File: src/rtl/qsd_pkg.sv
package qsd_pkg;

    typedef enum logic [1:0] {
        PH_IDLE  = 2'd0,
        PH_WATCH = 2'd1,
        PH_DONE  = 2'd2
    } phase_e;

endpackage

File: src/rtl/qsd_sync.sv
module qsd_sync #(
    parameter int W      = 8,
    parameter int STAGES = 2
) (
    input  logic         clk,
    input  logic         rst_n,
    input  logic [W-1:0] d_in,
    output logic [W-1:0] d_out
);

    typedef struct packed {
        logic [STAGES-1:0][W-1:0] stg;
    } sync_t;

    sync_t r_d, r_q;

    always_comb begin
        r_d = r_q;
        r_d.stg[0] = d_in;
        for (int i = 1; i < STAGES; i++) begin
            r_d.stg[i] = r_q.stg[i-1];
        end
    end

    always_ff @(posedge clk or negedge rst_n) begin
        if (!rst_n) r_q <= '0;
        else        r_q <= r_d;
    end

    assign d_out = r_q.stg[STAGES-1];

endmodule

File: src/rtl/qsd_tick.sv
module qsd_tick #(
    parameter int DIV = 250
) (
    input  logic clk,
    input  logic rst_n,
    input  logic run,
    output logic tick
);

    localparam int CW = (DIV > 1) ? $clog2(DIV) : 1;
    localparam logic [CW-1:0] LAST = CW'(DIV - 1);

    typedef struct packed {
        logic [CW-1:0] cnt;
    } tick_t;

    tick_t r_d, r_q;

    assign tick = run && (r_q.cnt == LAST);

    always_comb begin
        r_d = r_q;
        if (!run || tick) r_d.cnt = '0;
        else              r_d.cnt = r_q.cnt + CW'(1);
    end

    always_ff @(posedge clk or negedge rst_n) begin
        if (!rst_n) r_q <= '0;
        else        r_q <= r_d;
    end

endmodule

File: src/rtl/qsd_dwell.sv
module qsd_dwell
    import qsd_pkg::*;
#(
    parameter int DLY_W = 19
) (
    input  logic             clk,
    input  logic             rst_n,
    input  logic             arm,
    input  logic             hit,
    input  logic             tick,
    input  logic [DLY_W-1:0] delay,
    output logic             run,
    output logic             done,
    output logic             busy
);

    typedef struct packed {
        phase_e           phase;
        logic [DLY_W-1:0] cnt;
        logic             done;
    } dwell_t;

    dwell_t r_d, r_q;

    logic watching;
    logic last_tick;

    assign watching  = (r_q.phase == PH_WATCH);
    assign last_tick = (r_q.cnt == delay - DLY_W'(1));
    assign run       = watching && hit && !arm;

    always_comb begin
        r_d      = r_q;
        r_d.done = 1'b0;
        if (arm) begin
            r_d.phase = PH_WATCH;
            r_d.cnt   = '0;
        end else if (watching) begin
            if (!hit) begin
                r_d.cnt = '0;
            end else if (delay == '0) begin
                r_d.done  = 1'b1;
                r_d.phase = PH_DONE;
            end else if (tick) begin
                if (last_tick) begin
                    r_d.done  = 1'b1;
                    r_d.phase = PH_DONE;
                    r_d.cnt   = '0;
                end else begin
                    r_d.cnt = r_q.cnt + DLY_W'(1);
                end
            end
        end
    end

    always_ff @(posedge clk or negedge rst_n) begin
        if (!rst_n) begin
            r_q.phase <= PH_IDLE;
            r_q.cnt   <= '0;
            r_q.done  <= 1'b0;
        end else begin
            r_q <= r_d;
        end
    end

    assign done = r_q.done;
    assign busy = watching;

endmodule

File: src/rtl/qual_step_detector.sv
module qual_step_detector #(
    parameter int N_IN     = 8,
    parameter int SEL_W    = $clog2(N_IN),
    parameter int DLY_W    = 19,
    parameter int TICK_DIV = 250,
    parameter int SYNC_N   = 2
) (
    input  logic             clk,
    input  logic             rst_n,
    input  logic [N_IN-1:0]  in_vec,
    input  logic [SEL_W-1:0] sel,
    input  logic             invert,
    input  logic [DLY_W-1:0] delay,
    input  logic             arm,
    output logic             step_done,
    output logic             timing
);

    localparam logic [SEL_W:0] SEL_LIM = (SEL_W + 1)'(N_IN);

    logic [N_IN-1:0] in_sync;
    logic            sel_bit;
    logic            hit;
    logic            run;
    logic            tick;

    qsd_sync #(
        .W      (N_IN),
        .STAGES (SYNC_N)
    ) u_sync (
        .clk   (clk),
        .rst_n (rst_n),
        .d_in  (in_vec),
        .d_out (in_sync)
    );

    always_comb begin
        if ({1'b0, sel} < SEL_LIM) sel_bit = in_sync[sel];
        else                       sel_bit = 1'b0;
    end

    assign hit = sel_bit ^ invert;

    qsd_tick #(
        .DIV (TICK_DIV)
    ) u_tick (
        .clk   (clk),
        .rst_n (rst_n),
        .run   (run),
        .tick  (tick)
    );

    qsd_dwell #(
        .DLY_W (DLY_W)
    ) u_dwell (
        .clk   (clk),
        .rst_n (rst_n),
        .arm   (arm),
        .hit   (hit),
        .tick  (tick),
        .delay (delay),
        .run   (run),
        .done  (step_done),
        .busy  (timing)
    );

endmodule

File: config.mk
export PLATFORM = sky130hd
export DESIGN_NAME = qual_step_detector
export DESIGN_NICKNAME = d
export VERILOG_FILES = /design/src/rtl/qsd_pkg.sv /design/src/rtl/qsd_sync.sv /design/src/rtl/qsd_tick.sv /design/src/rtl/qsd_dwell.sv /design/src/rtl/qual_step_detector.sv
export SDC_FILE = /design/constraint.sdc
export NUM_CORES = 1
export LEC_CHECK = 0
export BUFFER_PORTS_ARGS = -buffer_cell sky130_fd_sc_hd__buf_2
export CAP_MARGIN = 25
export CORE_MARGIN = 5
export CORE_UTILIZATION = 40
export CTS_CLUSTER_SIZE = 24
export DETAILED_ROUTE_END_ITERATION = 10
export PLACE_DENSITY = 0.66
export SYNTH_ARGS = -nofsm -noshare
export SYNTH_HDL_FRONTEND = slang
export SYNTH_SLANG_ARGS = --single-unit
export TNS_END_PERCENT = 30
File: constraint.sdc
create_clock -name clk -period 2.1 [get_ports clk]
set_input_delay 0.42 -clock clk [delete_from_list [all_inputs] [get_ports clk]]
set_output_delay 0.42 -clock clk [all_outputs]
set_load 0.05 [all_outputs]
### After elaboration in Yosys (flattened, before gate mapping)

Cells that the tools add are included.

* add/subtract/negate cells: 3
* magnitude comparators: 1
* eq/ne operators: 5
* multiplexer cells: 16
* bitwise operators: 1
* reduce and logical (&&, ||, !) cells: 13

Operator list (number)
* $mux 19: 3
* $mux 22: 2
* $mux 21: 1
* $add 19x1->19 const B: 1
* $eq 19x19->1: 1
* $logic_not 19->1: 1
* $sub 19x1->19 const B: 1
* $add 8x1->8 const B: 1
* $eq 8x8->1 const B: 1
* $mux 8: 1
* $mux 2: 3
* $ne 3x3->1 const B: 2
* $reduce_bool 3->1: 2
* $mux 1: 5
* $lt 3x4->1 const B: 1
* $reduce_and 4->1: 1
* $reduce_bool 2->1: 2
* $bmux 1 s3: 1
* $logic_and 1x1->1: 3
* $reduce_and 3->1: 1
* $eq 2x1->1 const B: 1
* $logic_not 1->1: 2
* $logic_or 1x1->1: 1
* $xor 1x1->1: 1

* flip-flop bits (word level): 46
* output and inout bits: 2
* logic and storage cells: 45

### Logic depth before layout (Yosys ltp)

Gate-level depths: netlist (run 1).

* word-level depth: 11
* mapped depth: 11
* gate-level depth less buffers: 9

### Cells and area by module

Synthesis (run 1) repeated with hierarchy kept, for this count alone.

* cells, all modules: 297
* area total of the unflattened synthesis: 2909.0 um^2

By module, submodules not included
* qsd_dwell: instances 1, cells an instance 230, area each 1989.4 um^2, sequential area each 550.5 um^2
* qsd_tick: instances 1, cells an instance 44, area each 442.9 um^2, sequential area each 200.2 um^2
* qsd_sync: instances 1, cells an instance 16, area each 400.4 um^2, sequential area each 400.4 um^2
* qual_step_detector: instances 1, cells an instance 7, area each 76.3 um^2, sequential area each 0.0 um^2

### Worst setup path after synthesis (run 1)

No wires, ideal clock.

* path kind: input-to-reg
* start point: input delay[6]
* end point: register u_dwell.r_q[11] (netlist name)
* arrival time: 2895 ps
* data required time: 1956 ps
* slack: -939 ps
* stages on the path: 8
* path buffers: 1
* path through: or4_4 > or4_4 > or4_4 > o211ai_2 > o211ai_2 > o31ai_4 > buf_6 > a21oi_2

* word-level cells in the longest chain between the ends: 8

Ends and longest elaborated chain
* from (decl): line qual_step_detector.sv:13 `input logic [DLY_W-1:0] delay,`
* $sub 19x1->19: line qsd_dwell.sv:29 `assign last_tick = (r_q.cnt == delay - DLY_W'(1));`
* $eq 19x19->1: line qsd_dwell.sv:29
* $mux 19: line qsd_dwell.sv:45 `if (last_tick) begin`
* $mux 22: line qsd_dwell.sv:44 `end else if (tick) begin`
* $mux 19: line qsd_dwell.sv:41 `end else if (delay == '0) begin`
* $mux 19: line qsd_dwell.sv:39 `if (!hit) begin`
* $mux 22: line qsd_dwell.sv:38 `end else if (watching) begin`
* $mux 21: line qsd_dwell.sv:35 `if (arm) begin`
* to (signal assigned): line qsd_dwell.sv:62 `r_q <= r_d;`
* to (decl): line qsd_dwell.sv:23 `dwell_t r_d, r_q;`

Several ways; a longest one is shown, not always the timed one. The select of a mux whose other input is x is not followed.
A chain may end at the register's enable or synchronous reset.

### Final worst setup path (run 1)

* start point: input delay[7]
* end point: register u_dwell.r_q[20] (netlist name)

* word-level cells in the longest chain between the ends: 5

Ends and longest elaborated chain
* parallel branches: the longest is 5 deep, another holds $sub 19x1->19

Several ways; the timed one is not identified. The select of a mux whose other input is x is not followed.

==> impl_metrics.toml, run 1 <==
[detailed_routing]
wl_per_cell_um = 14.0
num_vias = 2605
vias_per_cell = 5.21
ant_nets = 0
drc_errors = 0
wl_mm = 7.01
drt_pass1_iterations = 4
drtIter0Drc = 101

[sta]
finalSetupViolCount = 22
clock_skew_ns = 0.00648
setup_ws_ns = -0.670
drv_slew = 0
fin_crit_sh_pct = 132
tightest_slew_ns = 0.514
layout_min_cycle_time_ns = 2.77
timing.fmax_mhz = 361
relSlewSlack_pct = 65.8
holdWs_ns = 0.0794
grt_setup_unrepaired = "true"
hold_viol_final = 0

[status]
status = "complete, but fails checks"
violations = "setup timing"

[placed_design]
io_buffer_count = 35
postPlaceCellArea_mm2 = 0.00365
place_ws_ns = -1.10
dp_hpwl_mm = 5.29
numPlacedInstances = 486
gp_congestion = 0.888

[die]
num_io_pins = 36
start_util_pct = 41.5
coreArea_mm2 = 0.00687
die_h_um = 94.4
dieArea_mm2 = 0.00891
rows = 30
die_w_um = 94.4

[cts]
holdBufCountCts = 0
cts_root_buf = "clkbuf_8"
cts_tree = "yes"
htreeDepth = 2
clockBufferDepth = 2
cts_num_sinks = 46
clkTransAtPathRegs_ns = 0.09
cts_buffers = 5
worstSkewPairLatency_ns = 0.30

[synthesis]
synthCells = 295
syn-cell-area_mm2 = 0.00285
syn_avg_cell_area_um2 = 9.66
synth-edff-count = 0
synth_top_flop_cell = "dfrtp_1"
synth_top_area_share_pct = 40.4
ys_ff_latch = 46
yosys-top-cells-count = "46 x dfrtp_1, 26 x xor2_1, 23 x nand2_1"
synth_most_common_cell = "dfrtp_1"
yosysTopAreaCell = "dfrtp_1"
async_flop_share_pct = 100
synth.yosys.seq_area_share_pct = 40.4
synth_fp_nets = 333
yosysUniqueCellTypes = 49
ys_warn_count = 0
synth_area_leaders = "dfrtp_1 40%, xor2_1 8.0%, xnor2_1 4.6%"

[worst_setup_path]
cp.required_ns = 2.30
startpoint_type = "primary input"
critPathCapture = "u_dwell.r_q[20]$_DFFE_PN0P_"
cp.arrival_ns = 2.97
rrSetupSlack_ns = -0.28
cp-startpoint = "delay[7]"
rr_startpoint = "u_dwell.r_q[10]$_DFFE_PN0P_"
critPathCaptureType = "flip-flop"
crit_type = "primary input to flip-flop"
reg2regPathDepth = 6
r2r-end = "u_dwell.r_q[20]$_DFFE_PN0P_"
worstPathMaxFanout = 3

[min_path]
hold_path_class = "primary input to async pin"

[cells_and_area]
fin_nets = 441
stdcell_count = 500
drive_gt1_share_pct = 39.6
diodes = 0
areaGrowthSynthToFinish_pct = 38.6
post-route-cell-area_mm2 = 0.00395

[global_routing]
grt_usage_pct = 16.1
grt_antenna_before_repair = 0
grt_pass1_vias = 2523
grt_pass1_wl_mm = 11.5
grt_max_degree = 29
grt_overflow = 0

[power_and_ir_drop]
clkPwrFrac_pct = 32.2
pwr-share-comb_pct = 16.5
p_sw_share_pct = 27.3
seqPwrFrac_pct = 51.4
power.internal_mw = 1.29
p_sw_mw = 0.485
leakagePower_nw = 1.76
power_density_mw_per_mm2 = 450
vdd_ir_drop_max_mv = 0.376

[flow_run]
drv_cap = 0
## layout make-up
type	count	area, um^2
fill	588	2920
multi-input combinational	229	1720
sequential	46	1150
timing repair buffer	109	813
tap	96	120
clock buffer	5	68.8
inverter	12	45.0
clock inverter	3	28.8
## critical path, cell delays in order
cell and delay [ns]:
buf_6 0.09, or4_4 0.52, or4_4 0.54, or4_4 0.44, o211ai_4 0.11, o211ai_1 0.12
or4_4 0.55, a21o_1 0.17
## state kept, by name, indices dropped and copies added (netlist names)
| signal | count |
|---|---|
| u_dwell.done | 1 |
| u_dwell.r_q | 21 |
| u_sync.d_out | 8 |
| u_sync.r_d | 8 |
| u_tick.r_q | 8 |
## power groups by stage
stage	sequential [mW]	combinational [mW]	clock [mW]
after floorplan	0.928	0.116	0
after CTS	0.912	0.282	0.594
after global routing	0.915	0.322	0.620
after detailed placement	0.930	0.278	0
after global placement	0.929	0.271	0
final	0.912	0.293	0.571
## timing repair
action	in CTS	in global routing
resized for setup	7	15
setup endpoints to repair	22	30
cloned	0	2
setup buffers	0	4
pin swaps	16	10
## per-layer routing
| layer | track usage [%] | up-vias | wire length (um) |
|---|---|---|---|
| met5 | 0 | - | 0 |
| met4 | 4.69 | 0 | 51 |
| met3 | 3.03 | 4 | 321 |
| met2 | 25.7 | 58 | 3400 |
| met1 | 22.4 | 1247 | 3250 |
| li1 | - | 1296 | - |
## kinds of logic (layout without fill, tap and decap cells)
family / Yosys count / in the layout / synth area share [%]
multiplexers: 6 / 6 / 3.03
flip-flops: 46 / 46 / 40.4
AO/OA/AOI/OAI: 50 / 50 / 14.0
buffers and inverters: 20 / 129 / 2.90
adder cells (fa/ha/maj): 4 / 4 / 1.76
XOR/XNOR: 41 / 41 / 12.6
AND/OR/NAND/NOR: 128 / 128 / 25.3
## metrics by stage
stage | power (mW) | TNS, ns | utilization (%)
3_3_place_gp | 1.20 | -21.15 | 53.1
6_report | 1.78 | -12.76 | 57.5
3_5_place_dp | 1.21 | -22.03 | 53.1
4_1_cts | 1.79 | -11.70 | 55.1
2_1_floorplan | 1.04 | -18.68 | -
5_1_grt | 1.86 | -14.08 | 57.5
## placed cells by master (no fill, tap or decap), types with 3 or more instances in the layout
cell and n:
dfrtp_1 46, a31oi_1 5, inv_1 12, nand4_1 18, ha_1 4, nor2_1 22
nor2b_1 4, o21ai_0 3, clkbuf_8 5, nand2b_1 3, or4_4 5, xor2_1 26
nor4_1 5, and3_1 9, a21o_1 3, nand3b_1 4, nor3_1 6, xnor2_1 15
buf_2 34, buf_4 68, buf_12 3, or2_2 3, a21oi_2 15, nand3_1 8
nor3b_1 5, nand2_1 23
## how the worst min path moves through the flow
stage | startpoint | endpoint | slack (ns) | depth (start not counted)
2_1_floorplan | rst_n | u_dwell.done$_DFF_PN0_ | 0.12 | 0
3_3_place_gp | u_sync.r_d[8]$_DFF_PN0_ | u_sync.d_out[0]$_DFF_PN0_ | 0.33 | 0
3_5_place_dp | u_sync.r_d[15]$_DFF_PN0_ | u_sync.d_out[7]$_DFF_PN0_ | 0.33 | 0
4_1_cts | rst_n | u_sync.r_d[12]$_DFF_PN0_ | 0.09 | 1
5_1_grt | rst_n | u_sync.r_d[12]$_DFF_PN0_ | 0.12 | 1
6_report | rst_n | u_tick.r_q[1]$_DFF_PN0_ | 0.08 | 1
Note: power is estimated with default switching activity, not from simulation.
==> run 2, diff against run 1 <==
SETUP_SLACK_MARGIN = 0.4   (was not set)
==> run 2 against run 1 <==
  * The run still ends with setup timing left
  * Hold slack improved by 0.00058 ns
  * Clock power is essentially flat
  * Utilization grew 0.27 points
  * Sequential cell count is the same
  * Setup slack barely moved
  * Largest cell class unchanged
==> impl_metrics.toml, run 2 (synthesized netlist as in run 1, its figures left out) <==
[global_routing]
grt_pass1_wl_mm = 11.5
grt_antenna_before_repair = 0
grt_usage_pct = 16.2
grt_max_degree = 29
grt_pass1_vias = 2523
grt_overflow = 0

[placed_design]
gp_congestion = 0.888
numPlacedInstances = 486
postPlaceCellArea_mm2 = 0.00365
dp_hpwl_mm = 5.29
io_buffer_count = 35

[min_path]
hold_path_class = "primary input to async pin"

[power_and_ir_drop]
power.internal_mw = 1.29
leakagePower_nw = 1.77
seqPwrFrac_pct = 51.2
power_density_mw_per_mm2 = 449
p_sw_mw = 0.486
vdd_ir_drop_max_mv = 0.376
clkPwrFrac_pct = 32.0
pwr-share-comb_pct = 16.8
p_sw_share_pct = 27.3

[sta]
grt_setup_unrepaired = "true"
timing.fmax_mhz = 361
fin_crit_sh_pct = 132
relSlewSlack_pct = 65.7
setup_ws_ns = -0.670
finalSetupViolCount = 22
hold_viol_final = 0
clock_skew_ns = 0.00380
drv_slew = 0
layout_min_cycle_time_ns = 2.77
tightest_slew_ns = 0.514

[die]
die_w_um = 94.4
num_io_pins = 36
rows = 30
coreArea_mm2 = 0.00687
die_h_um = 94.4
start_util_pct = 41.5
dieArea_mm2 = 0.00891

[cts]
holdBufCountCts = 0
worstSkewPairLatency_ns = 0.30
cts_num_sinks = 46
clockBufferDepth = 2
cts_tree = "yes"
htreeDepth = 2
cts_root_buf = "clkbuf_8"
clkTransAtPathRegs_ns = 0.09
cts_buffers = 5

[cells_and_area]
largest_reg_flops = 21
fin_nets = 441
largest-register = "u_dwell.r_q"
post-route-cell-area_mm2 = 0.00397
drive_gt1_share_pct = 39.9
final_common_cell = "buf_4"
fillers = 585
layout_common_cells = "69 x buf_4, 46 x dfrtp_1, 33 x buf_2, 26 x xor2_1, 23 x nand2_1"
stdcell_count = 500
areaGrowthSynthToFinish_pct = 39.3
diodes = 0

[worst_setup_path]
cp.required_ns = 2.30
rr_startpoint = "u_dwell.r_q[10]$_DFFE_PN0P_"
cpMostUsedCell = "or4_4"
slowest_delay_ns = 0.55
crit_slowest_cell = "or4_4"
cp-startpoint = "delay[7]"
cp.arrival_ns = 2.97
crit_type = "primary input to flip-flop"
worstPathMaxFanout = 3
rrSetupSlack_ns = -0.26
reg2regPathDepth = 6
r2r-end = "u_dwell.r_q[20]$_DFFE_PN0P_"
critPathCaptureType = "flip-flop"
path_cells = "buf_6 -> or4_4 -> or4_4 -> or4_4 -> o211ai_4 -> o211ai_1 -> or4_4 -> a21o_1"
startpoint_type = "primary input"

[detailed_routing]
vias_per_cell = 5.25
drtIter0Drc = 106
drt_pass1_iterations = 4
num_vias = 2625
wl_mm = 7.02
drc_errors = 0
ant_nets = 0
wl_per_cell_um = 14.0

[status]
status = "complete, but fails checks"
violations = "setup timing"

[flow_run]
drv_cap = 0
run 2: cell counts in the layout (fill, tap and decap cells not counted):
No cell type changed its count.
run 2: routing by layer:
metal  share of wire (%)  vias to the layer above  routed length, um  GRT usage, %
met4                0.94                        0                 66          4.69
met2                  48                       58               3400          25.7
met3                 4.2                        7                297          3.03
li1                    -                     1297                  -             -
met5                   0                        -                  0             0
met1                  46                     1263               3250          22.6
run 2: power groups by stage:
stage	clock (mW)	sequential (mW)	combinational [mW]
floorplan	0	0.928	0.116
global placement	0	0.929	0.271
detailed placement	0	0.930	0.278
CTS	0.594	0.913	0.291
global route	0.620	0.915	0.330
finish	0.569	0.912	0.299
run 2: layout make-up:
type	count	area (um^2)	share of cell area [%]
Multi-Input combinational cell	229	1740	43.8
Sequential cell	46	1150	29.0
Timing Repair Buffer	109	816	20.6
Tap cell	96	120	3.03
Clock buffer	5	68.8	1.73
Inverter	12	45.0	1.14
Clock inverter	3	28.8	0.725
run 2: how the worst max path moves through the flow:
| stage | endpoint | slack, ns | cells past startpoint |
|---|---|---|---|
| detailed placement | u_dwell.r_q[20]$_DFFE_PN0P_ | -1.10 | 8 |
| global route | u_dwell.r_q[20]$_DFFE_PN0P_ | -0.74 | 8 |
| floorplan | u_dwell.r_q[11]$_DFFE_PN0P_ | -0.94 | 8 |
| finish | u_dwell.r_q[20]$_DFFE_PN0P_ | -0.67 | 8 |
| global placement | u_dwell.r_q[20]$_DFFE_PN0P_ | -1.06 | 8 |
| CTS | u_dwell.r_q[20]$_DFFE_PN0P_ | -0.65 | 8 |
run 2: repair_timing:
action	4_1_cts	5_1_grt
endpoints found under the hold margin	0	0
resized for setup	11	14
setup endpoints to repair	31	30
gates cloned	0	2
pin swaps	25	19
buffers inserted	0	4
run 2: worst max-delay path: cells and delay by family:
| kind | cells | cell delay, ns |
|---|---|---|
| and+or+nand+nor | 4 | 2.05 |
| buffers and inverters | 1 | 0.09 |
| AOI/OAI and AO/OA | 3 | 0.40 |
run 2: per-stage QoR:
| step | worst slack [ns] | hold slack [ns] | utilization [%] | power [mW] | TNS (ns) |
|---|---|---|---|---|---|
| CTS | -0.654 | 0.0918 | 55.4 | 1.80 | -11.70 |
| finish | -0.670 | 0.0799 | 57.8 | 1.78 | -12.72 |
| floorplan | -0.939 | 0.124 | - | 1.04 | -18.68 |
| global placement | -1.06 | 0.334 | 53.1 | 1.20 | -21.15 |
| global route | -0.736 | 0.121 | 57.8 | 1.86 | -14.08 |
| detailed placement | -1.10 | 0.335 | 53.1 | 1.21 | -22.03 |
